$ cat config.mk
export PLATFORM = sky130hd
export DESIGN_NAME = sync_tx
export DESIGN_NICKNAME = d
export VERILOG_FILES = /design/src/rtl/sync_tx_pkg.sv /design/src/rtl/sync_tx_crc.sv /design/src/rtl/sync_tx_shifter.sv /design/src/rtl/sync_tx.sv
export SDC_FILE = /design/constraint.sdc
export NUM_CORES = 1
export LEC_CHECK = 0
export ABC_AREA = 1
export ABC_CLOCK_PERIOD_IN_PS = 1760
export BUFFER_PORTS_ARGS = -buffer_cell sky130_fd_sc_hd__buf_2
export CORE_ASPECT_RATIO = 1.75
export CORE_UTILIZATION = 41
export CTS_CLUSTER_DIAMETER = 100
export DETAILED_ROUTE_END_ITERATION = 12
export PLACE_DENSITY = 0.71
export SLEW_MARGIN = 5
export SYNTH_ARGS = -nofsm -noshare
export SYNTH_HDL_FRONTEND = slang
export SYNTH_SLANG_ARGS = --single-unit
$ cat constraint.sdc
create_clock -name clk -period 1.76 [get_ports clk]
set_clock_uncertainty 0.15 [all_clocks]
set_input_delay 0.176 -clock clk [delete_from_list [all_inputs] [get_ports clk]]
set_output_delay 0.176 -clock clk [all_outputs]
set_load 0.005 [all_outputs]
$ cat src/rtl/sync_tx_pkg.sv
// Package: shared slot type for the synchronous transmitter.
// Assumes: one shifter slot is either resting, data, sync or check sum.
package sync_tx_pkg;
    typedef enum logic [1:0] {
        SL_IDLE = 2'd0,
        SL_DATA = 2'd1,
        SL_SYNC = 2'd2,
        SL_CRC  = 2'd3
    } slot_e;
endpackage

$ cat src/rtl/sync_tx_crc.sv
// Serial check-sum accumulator, MSB-first, one bit per update.
// Assumes: clr has priority over upd; crc_next shows the value after this cycle.
module sync_tx_crc #(
    parameter int          W    = 16,
    parameter logic [15:0] POLY = 16'h1021,
    parameter logic [15:0] INIT = 16'hFFFF
) (
    input  logic         clk,
    input  logic         rst_n,
    input  logic         clr,
    input  logic         upd,
    input  logic         bit_in,
    output logic [W-1:0] crc_next
);
    logic [W-1:0] crc_q;
    logic         fb;

    // Next value: shift with feedback when a bit is taken in.
    always_comb begin
        fb       = crc_q[W-1] ^ bit_in;
        crc_next = crc_q;
        if (upd)
            crc_next = {crc_q[W-2:0], 1'b0} ^ (fb ? POLY[W-1:0] : '0);
    end

    // Register: preset on reset or clear, otherwise follow crc_next.
    always_ff @(posedge clk) begin
        if (!rst_n || clr) crc_q <= INIT[W-1:0];
        else               crc_q <= crc_next;
    end

    assert_clr_preset_R8: assert property (@(posedge clk) disable iff (!rst_n)
        clr |=> crc_q == INIT[W-1:0]);
endmodule

$ cat src/rtl/sync_tx_shifter.sv
// Output shifter: holds one slot (8-bit char or 16-bit check sum), shifts MSB-first.
// Assumes: load is asserted only on a bit_en cycle; while disabled inside a check-sum
// slot the remaining bits come from the sync pattern at the same bit position.
module sync_tx_shifter
    import sync_tx_pkg::*;
#(
    parameter int CHAR_W = 8,
    parameter int CRC_W  = 16
) (
    input  logic              clk,
    input  logic              rst_n,
    input  logic              bit_en,
    input  logic              tx_en,
    input  logic              load,
    input  slot_e             load_slot,
    input  logic [CRC_W-1:0]  load_val,
    input  logic [CHAR_W-1:0] sync_char,
    output slot_e             slot,
    output logic              last_bit,
    output logic              cur_bit,
    output logic              txd
);
    localparam int CNT_W = $clog2(CRC_W);
    localparam int IDX_W = $clog2(CHAR_W);

    logic [CRC_W-1:0] sreg;
    logic [CNT_W-1:0] cnt;
    logic             abort_q;
    logic [IDX_W-1:0] idx;

    // Slot end detection: the final bit of the current slot is on the line.
    always_comb begin
        if (slot == SL_CRC) last_bit = (cnt == CNT_W'(CRC_W - 1));
        else                last_bit = (cnt == CNT_W'(CHAR_W - 1));
    end

    assign idx     = cnt[IDX_W-1:0];
    assign cur_bit = sreg[CRC_W-1];

    // Line driver: rest high, else shifter MSB, or sync bits once a check-sum slot is cut.
    always_comb begin
        if (slot == SL_IDLE)                               txd = 1'b1;
        else if (slot == SL_CRC && (abort_q || !tx_en))    txd = sync_char[IDX_W'(CHAR_W - 1) - idx];
        else                                               txd = sreg[CRC_W-1];
    end

    // Slot state: load a new slot, or shift one bit per enable tick.
    always_ff @(posedge clk) begin
        if (!rst_n) begin
            slot    <= SL_IDLE;
            sreg    <= '1;
            cnt     <= '0;
            abort_q <= 1'b0;
        end else if (load) begin
            slot    <= load_slot;
            sreg    <= load_val;
            cnt     <= '0;
            abort_q <= 1'b0;
        end else begin
            if (slot == SL_CRC && !tx_en) abort_q <= 1'b1;
            if (bit_en && slot != SL_IDLE) begin
                sreg <= {sreg[CRC_W-2:0], 1'b1};
                cnt  <= cnt + 1'b1;
            end
        end
    end

    assert_char_count_R2: assert property (@(posedge clk) disable iff (!rst_n)
        (slot != SL_CRC) |-> (cnt < CNT_W'(CHAR_W)));
    assert_load_on_tick_R2: assert property (@(posedge clk) disable iff (!rst_n)
        load |-> bit_en);
endmodule

$ cat src/rtl/sync_tx.sv
// Top: holding buffer, end-of-message latch, interrupts and slot selection.
// Assumes: bit_en is a single-cycle tick; commands are single-cycle strobes; a write
// in the same cycle as a transfer refills the buffer with the new character.
module sync_tx
    import sync_tx_pkg::*;
#(
    parameter int          CHAR_W   = 8,
    parameter int          CRC_W    = 16,
    parameter logic [15:0] CRC_POLY = 16'h1021,
    parameter logic [15:0] CRC_INIT = 16'hFFFF
) (
    input  logic              clk,
    input  logic              rst_n,
    input  logic              bit_en,
    input  logic              tx_en,
    input  logic              crc_en,
    input  logic [CHAR_W-1:0] sync_char,
    input  logic              wr_en,
    input  logic [CHAR_W-1:0] wr_data,
    input  logic              cmd_rst_txip,
    input  logic              cmd_rst_eom,
    input  logic              cmd_rst_crc,
    output logic              txd,
    output logic              buf_empty,
    output logic              eom_latch,
    output logic              tx_irq,
    output logic              ext_irq,
    output logic              tx_rdy
);
    localparam int PAD_W = CRC_W - CHAR_W;

    logic [CHAR_W-1:0] buf_q;
    logic              buf_full;
    logic              crc_flag;
    slot_e             slot;
    slot_e             nxt;
    logic              last_bit, cur_bit, load;
    logic              take_data, underrun, after_crc;
    logic [CRC_W-1:0]  load_val;
    logic [CRC_W-1:0]  crc_next;

    // Slot boundary: a tick ends the current slot, or starts one from rest.
    assign load = bit_en && ((slot == SL_IDLE) ? tx_en : last_bit);

    // Next slot choice and the events it produces.
    always_comb begin
        underrun  = 1'b0;
        after_crc = 1'b0;
        take_data = 1'b0;
        nxt       = SL_IDLE;
        load_val  = {sync_char, {PAD_W{1'b1}}};
        if (tx_en) begin
            if (slot == SL_CRC) begin
                after_crc = 1'b1;
                nxt       = SL_SYNC;
            end else if (buf_full) begin
                take_data = 1'b1;
                nxt       = SL_DATA;
                load_val  = {buf_q, {PAD_W{1'b1}}};
            end else begin
                underrun = (slot == SL_DATA);
                nxt      = (underrun && !eom_latch) ? SL_CRC : SL_SYNC;
                if (nxt == SL_CRC) load_val = crc_next;
            end
        end
    end

    // Holding buffer and the check-sum include flag of the character in flight.
    always_ff @(posedge clk) begin
        if (!rst_n) begin
            buf_q    <= '0;
            buf_full <= 1'b0;
            crc_flag <= 1'b0;
        end else begin
            if (load && take_data) begin
                buf_full <= 1'b0;
                crc_flag <= crc_en;
            end
            if (wr_en) begin
                buf_q    <= wr_data;
                buf_full <= 1'b1;
            end
        end
    end

    // End-of-message latch: cleared by command, set again at a check-sum underrun.
    always_ff @(posedge clk) begin
        if (!rst_n)                              eom_latch <= 1'b1;
        else if (load && underrun && !eom_latch) eom_latch <= 1'b1;
        else if (cmd_rst_eom)                    eom_latch <= 1'b0;
    end

    // Interrupts: pending transmit flag and one-cycle underrun pulse.
    always_ff @(posedge clk) begin
        if (!rst_n) begin
            tx_irq  <= 1'b0;
            ext_irq <= 1'b0;
        end else begin
            ext_irq <= load && underrun;
            if (load && (take_data || after_crc || (underrun && eom_latch)))
                tx_irq <= 1'b1;
            else if (cmd_rst_txip || wr_en)
                tx_irq <= 1'b0;
        end
    end

    assign buf_empty = !buf_full && (slot != SL_CRC);
    assign tx_rdy    = tx_en && buf_empty;

    sync_tx_crc #(.W(CRC_W), .POLY(CRC_POLY), .INIT(CRC_INIT)) u_crc (
        .clk      (clk),
        .rst_n    (rst_n),
        .clr      (cmd_rst_crc),
        .upd      (bit_en && slot == SL_DATA && crc_flag),
        .bit_in   (cur_bit),
        .crc_next (crc_next)
    );

    sync_tx_shifter #(.CHAR_W(CHAR_W), .CRC_W(CRC_W)) u_shift (
        .clk       (clk),
        .rst_n     (rst_n),
        .bit_en    (bit_en),
        .tx_en     (tx_en),
        .load      (load),
        .load_slot (nxt),
        .load_val  (load_val),
        .sync_char (sync_char),
        .slot      (slot),
        .last_bit  (last_bit),
        .cur_bit   (cur_bit),
        .txd       (txd)
    );

    assert_write_fills_R3: assert property (@(posedge clk) disable iff (!rst_n)
        wr_en |=> !buf_empty);
    assert_txip_cleared_R4: assert property (@(posedge clk) disable iff (!rst_n)
        (cmd_rst_txip && !load) |=> !tx_irq);
    assert_crc_needs_open_latch_R6: assert property (@(posedge clk) disable iff (!rst_n)
        (load && nxt == SL_CRC) |-> (!eom_latch && slot == SL_DATA));
    assert_ext_leaves_latch_set_R5: assert property (@(posedge clk) disable iff (!rst_n)
        ext_irq |-> eom_latch);
endmodule

# After elaboration in Yosys (flattened, before gate mapping)
# Cells that the tools add are included.
# word_totals
elab_cells	83
register_bits	52
in_bits	25
out_inout_bits	6
# classes
n_bitwise	3
n_addsub	2
eq_ne	6
order_cmp	1
n_mux	30
n_reduce_logical	30
# ops
operator	count
16-bit two-way mux	7
1-bit two-way mux	18
16-bit XOR	1
1-bit logical AND	14
13-bit two-way mux	1
2-bit nonzero test	4
2-bit two-way mux	3
1-bit logical OR	5
4-bit by 1-bit adder with 4-bit output, second input constant	1
2-bit == test, second input constant	2
4-bit by 3-bit == test with 1-bit output, second input constant	1
4-bit == test, second input constant	1
1-bit logical NOT	4
3-bit by 4-bit < comparator with 1-bit output, second input constant	1
2-bit OR reduction	2
1-bit binary-select mux with 3-bit select	1
3-bit subtractor, first input constant	1
2-bit by 1-bit == test with 1-bit output, second input constant	1
2-bit logical NOT	1
2-bit inequality test, second input constant	1
1-bit inverter	1
1-bit XOR	1

# Depth between registers and ports, before layout
# depth
word_depth	9
depth_mapped	11
ltp_nobuf	10

# Modules after synthesis
# A second synthesis with hierarchy kept.
# unflattened
hier_cells	395
area_unflattened_um2	2735.1
# by_module_without_submodules
module	cells_each	seq_area_each_um2	instances	area_each_um2
sync_tx_shifter	156	460.4	1	1101.1
sync_tx	139	260.2	1	913.4
sync_tx_crc	100	320.3	1	720.7

# Worst setup path after synthesis
# Ideal clock, no wire load.
# synth_path
path_kind	register to register
from	register u_shift.cnt[0]
to	register u_shift.sreg[13]
slack_ns	0.170
stages_incl_launch_ff	12
arrival_time_ns	1.325
n_path_buf	1
setup_ns	0.115
required_ns	1.495
cell_sequence	dfxtp_1 ha_1 nand2_1 inv_1 nand3_2 nand2_4 nand2_8 buf_12 nor2_2 nand2_1 nand2_1 nand2_1
# synth_between
elab_chain_cells	5
# synth_rtl
item	line_no	rtl
start, declared	sync_tx_shifter.sv:27	logic [CNT_W-1:0] cnt;
start signal, assigned	sync_tx_shifter.sv:63	cnt <= cnt + 1'b1;
4-bit by 3-bit == test with 1-bit output or 4-bit == test (tied branches)	sync_tx_shifter.sv:34, sync_tx_shifter.sv:33	
1-bit two-way mux *	sync_tx_shifter.sv:33	if (slot == SL_CRC) last_bit = (cnt == CNT_W'(CRC_W - 1));
1-bit two-way mux *	sync_tx.sv:43	assign load = bit_en && ((slot == SL_IDLE) ? tx_en : last_bit);
1-bit logical AND *	sync_tx.sv:43	
16-bit two-way mux or 2-bit nonzero test (tied branches)	--	
end signal, assigned	sync_tx_shifter.sv:56	sreg <= load_val;
end signal, assigned	sync_tx_shifter.sv:62	sreg <= {sreg[CRC_W-2:0], 1'b1};
end, declared	sync_tx_shifter.sv:26	logic [CRC_W-1:0] sreg;
# Mark *: on every way between the ends. The rest lies on a longest branch, timed or not.
# A chain may end at the register's enable or synchronous reset.

# Worst setup path after layout
# layout_path
from	register u_shift.cnt[0]
to	output port txd
# layout_between
elab_chain_cells	5
# layout_rtl
item	line_no	rtl
3-bit subtractor	sync_tx_shifter.sv:43	else if (slot == SL_CRC && (abort_q || !tx_en)) txd = sync_char[IDX_W'(CHAR_W - 1) - idx];
1-bit binary-select mux with 3-bit select	sync_tx_shifter.sv:43	
1-bit two-way mux (not written as such)	sync_tx_shifter.sv:43	
1-bit two-way mux	sync_tx_shifter.sv:43	
1-bit two-way mux	sync_tx_shifter.sv:42	if (slot == SL_IDLE) txd = 1'b1;
end, declared	sync_tx.sv:23	output logic txd,
# No other way between the ends. The select of a mux whose other input is x is not followed.

==> flow_metrics.py <==
metrics = {
    "global_routing": {
        "antenna_found_initial": 0,
        "grt-ovfl-total": 0,
        "grt_pass1_vias": 2600,
        "grt_max_degree": 23,
        "grt_usage": 0.225,
        "grt_pass1_wl_mm": 11.8,
    },
    "timing": {
        "setup_viol": 0,
        "min_period_ps": 1670,
        "hold_viol_final": 0,
        "max_freq_mhz": 600,
        "relSlewSlack": 0.609,
        "worstMarginPinSlew_ps": 580,
        "min_period_over_period": 0.948,
        "slew_violations": 0,
    },
    "route": {
        "via_per_inst": 5.06,
        "vias": 2728,
        "wl_per_cell_um": 13.6,
        "route.met2.wl_mm": 3.82,
        "wl_met3_um": 276,
        "initialDrtViolationCount": 211,
        "drc": 0,
        "drt-total-wl_mm": 7.32,
        "ant_nets": 0,
        "routed.top_layer": "met4",
        "wl_met1_mm": 2.61,
        "drtPass1Iterations": 6,
    },
    "final_layout": {
        "syn_to_final_growth_pct": 21.4,
        "antenna_cells": 0,
        "drive_gt1_frac": 0.204,
        "num-fill-cells": 655,
        "nets": 482,
        "final_cell_area_um2": 3310,
    },
    "floorplan": {
        "die_y_um": 110,
        "fp.dieW_um": 63.7,
        "dieArea_um2": 7000,
        "ios": 31,
        "rows": 39,
        "start_util": 0.420,
        "core_um2": 6490,
    },
    "synthesis": {
        "yosysSeqAreaShare": 0.382,
        "ys_async_sr_fraction": 0,
        "synth_seq_cells": 52,
        "synth_cell_types": 33,
        "synth.cell_area_um2": 2730,
        "avgSynthCellArea_um2": 6.75,
        "ys_warn_count": 0,
        "ys.flop_type": "dfxtp_1",
        "synth.top_cell.area_share": 0.382,
        "synth_cells": 404,
        "synth_nets": 430,
        "synth_edf_count": 0,
        "synth.most_common_cell": "nand2_1",
        "yosys.area.top_type": "dfxtp_1",
        "synthTopCellsByCount": "nand2_1 (118), dfxtp_1 (52), inv_1 (52), o21ai_0 (47), a21oi_1 (33)",
        "synth_area_leaders": "dfxtp_1 (38%), nand2_1 (16%), o21ai_0 (8.6%), inv_1 (7.2%), a21oi_1 (6.1%)",
    },
    "clock_network": {
        "cts_sinks": 52,
        "tritoncts": "built",
        "cts-root-buf": "clkbuf_16",
        "clock_latency_ps": 290,
        "cts_inserted_buffers": 5,
        "clk_pin_slew_worst_paths_ps": 70,
        "ctsLongestPathBuffers": 2,
        "htree_num_levels": 2,
    },
    "place": {
        "placed_area_um2": 3010,
        "gp_congestion": 0.892,
        "dp.final_hpwl_mm": 5.60,
        "port_buffers": 30,
    },
    "outcome": {
        "status": "finished, final reports clean",
    },
    "setup_path": {
        "worstSetupStartpointType": "flip-flop",
        "crit_fanout": 7,
        "required_ps": 1430,
        "crit_type": "reg -> out",
        "cp-end-kind": "output pin",
        "crit_arrival_ps": 1340,
    },
    "job": {
        "drv_cap": 0,
    },
    "pwr": {
        "p_total_mw": 2.95,
        "power_per_cell_area_nw_per_um2": 892,
        "irDropWorstVdd_v": 0.000389,
        "leakagePower_nw": 1.63,
    },
    "hold_path": {
        "hold_class": "in -> reg",
    },
}
[cells in the final DEF (no fill, tap or decap), types with 4 or more instances in the layout]
master / count
nand2_1: 117
nor2_1: 28
nor2_2: 7
o21ai_1: 14
buf_2: 30
nor2_4: 4
clkbuf_16: 5
a21oi_2: 4
a21oi_1: 32
inv_2: 5
dlygate4sd3_1: 9
nand3_1: 10
buf_4: 17
dfxtp_1: 49
nand3b_1: 4
o21ai_0: 38
inv_1: 49
[cells by family (layout without fill, tap and decap cells)]
| family | Yosys count | after routing | share of synthesized area |
|---|---|---|---|
| AO/OA/AOI/OAI | 97 | 97 | 0.194 |
| adder cells (fa/ha/maj) | 1 | 1 | 0.00459 |
| multiplexers | 3 | 3 | 0.0110 |
| flip-flops | 52 | 52 | 0.382 |
| buffers and inverters | 69 | 122 | 0.115 |
| XOR/XNOR | 1 | 1 | 0.00321 |
| AND/OR/NAND/NOR | 181 | 181 | 0.291 |
[worst max-delay path, stage by stage (launching register included)]
cell      delay [ps]
dfxtp_2          320
buf_6            130
inv_4             70
a21oi_2           50
o21ai_2           60
nand2_1           50
o211ai_1         170
nand2_1           70
buf_2            120
[routing by layer]
metal | vias up | GRT usage
li1 | 1383 | -
met1 | 1214 | 0.206
met2 | 92 | 0.419
met3 | 39 | 0.0415
met4 | 0 | 0.195
met5 | - | 0
[state kept, by name, indices dropped and copies added (netlist names), 2 cells and up]
name and flops:
u_shift.slot 2, u_shift.sreg 16, u_crc.crc_q 16, buf_q 8, u_shift.cnt 4
[where the power goes]
group,switching [mW],internal (mW)
clock,0.431,0.669
sequential,0.0499,1.25
combinational,0.345,0.209
total,0.826,2.13
[path summary, 6_finish.rpt]
kind / start / endpoint / slack [ps] / cells past startpoint
max: u_shift.cnt[0] / txd / 90 / 8
max reg2reg: u_shift.slot[1] / u_shift.sreg[13] / 90 / 8
min reg2reg: u_shift.sreg[7] / u_shift.sreg[7] / 310 / 2
min: crc_en / crc_flag / 40 / 3
[through the flow]
step                cells  hold WS [ps]  utilization  TNS (ps)  worst slack (ps)
finish                539          38.2        0.510         0              92.1
global route          539          50.6        0.510     -5.88             -5.88
CTS                   538          36.1        0.503         0              31.5
detailed placement    521           239        0.464     -62.9             -59.0
global placement      521           234        0.464     -38.0             -38.0
floorplan             404           142            -         0               170
[area by class of cell]
class	count	area [µm²]	area share
clock buffer	6	129	0.0389
clock inverter	2	35.0	0.0106
inverter	57	216	0.0654
multi-input combinational	283	1410	0.424
sequential	52	1040	0.315
tap	82	103	0.0310
timing repair buffer	57	379	0.114
[repair_timing]
item | 4_1_cts | 5_1_grt
pin swaps | 0 | 3
hold buffers | 9 | 0
gates resized for setup | 6 | 19
endpoints found under the setup margin | 5 | 13
setup buffers | 0 | 1
hold endpoints to repair | 9 | 0
(Power assumes the default switching activity.)
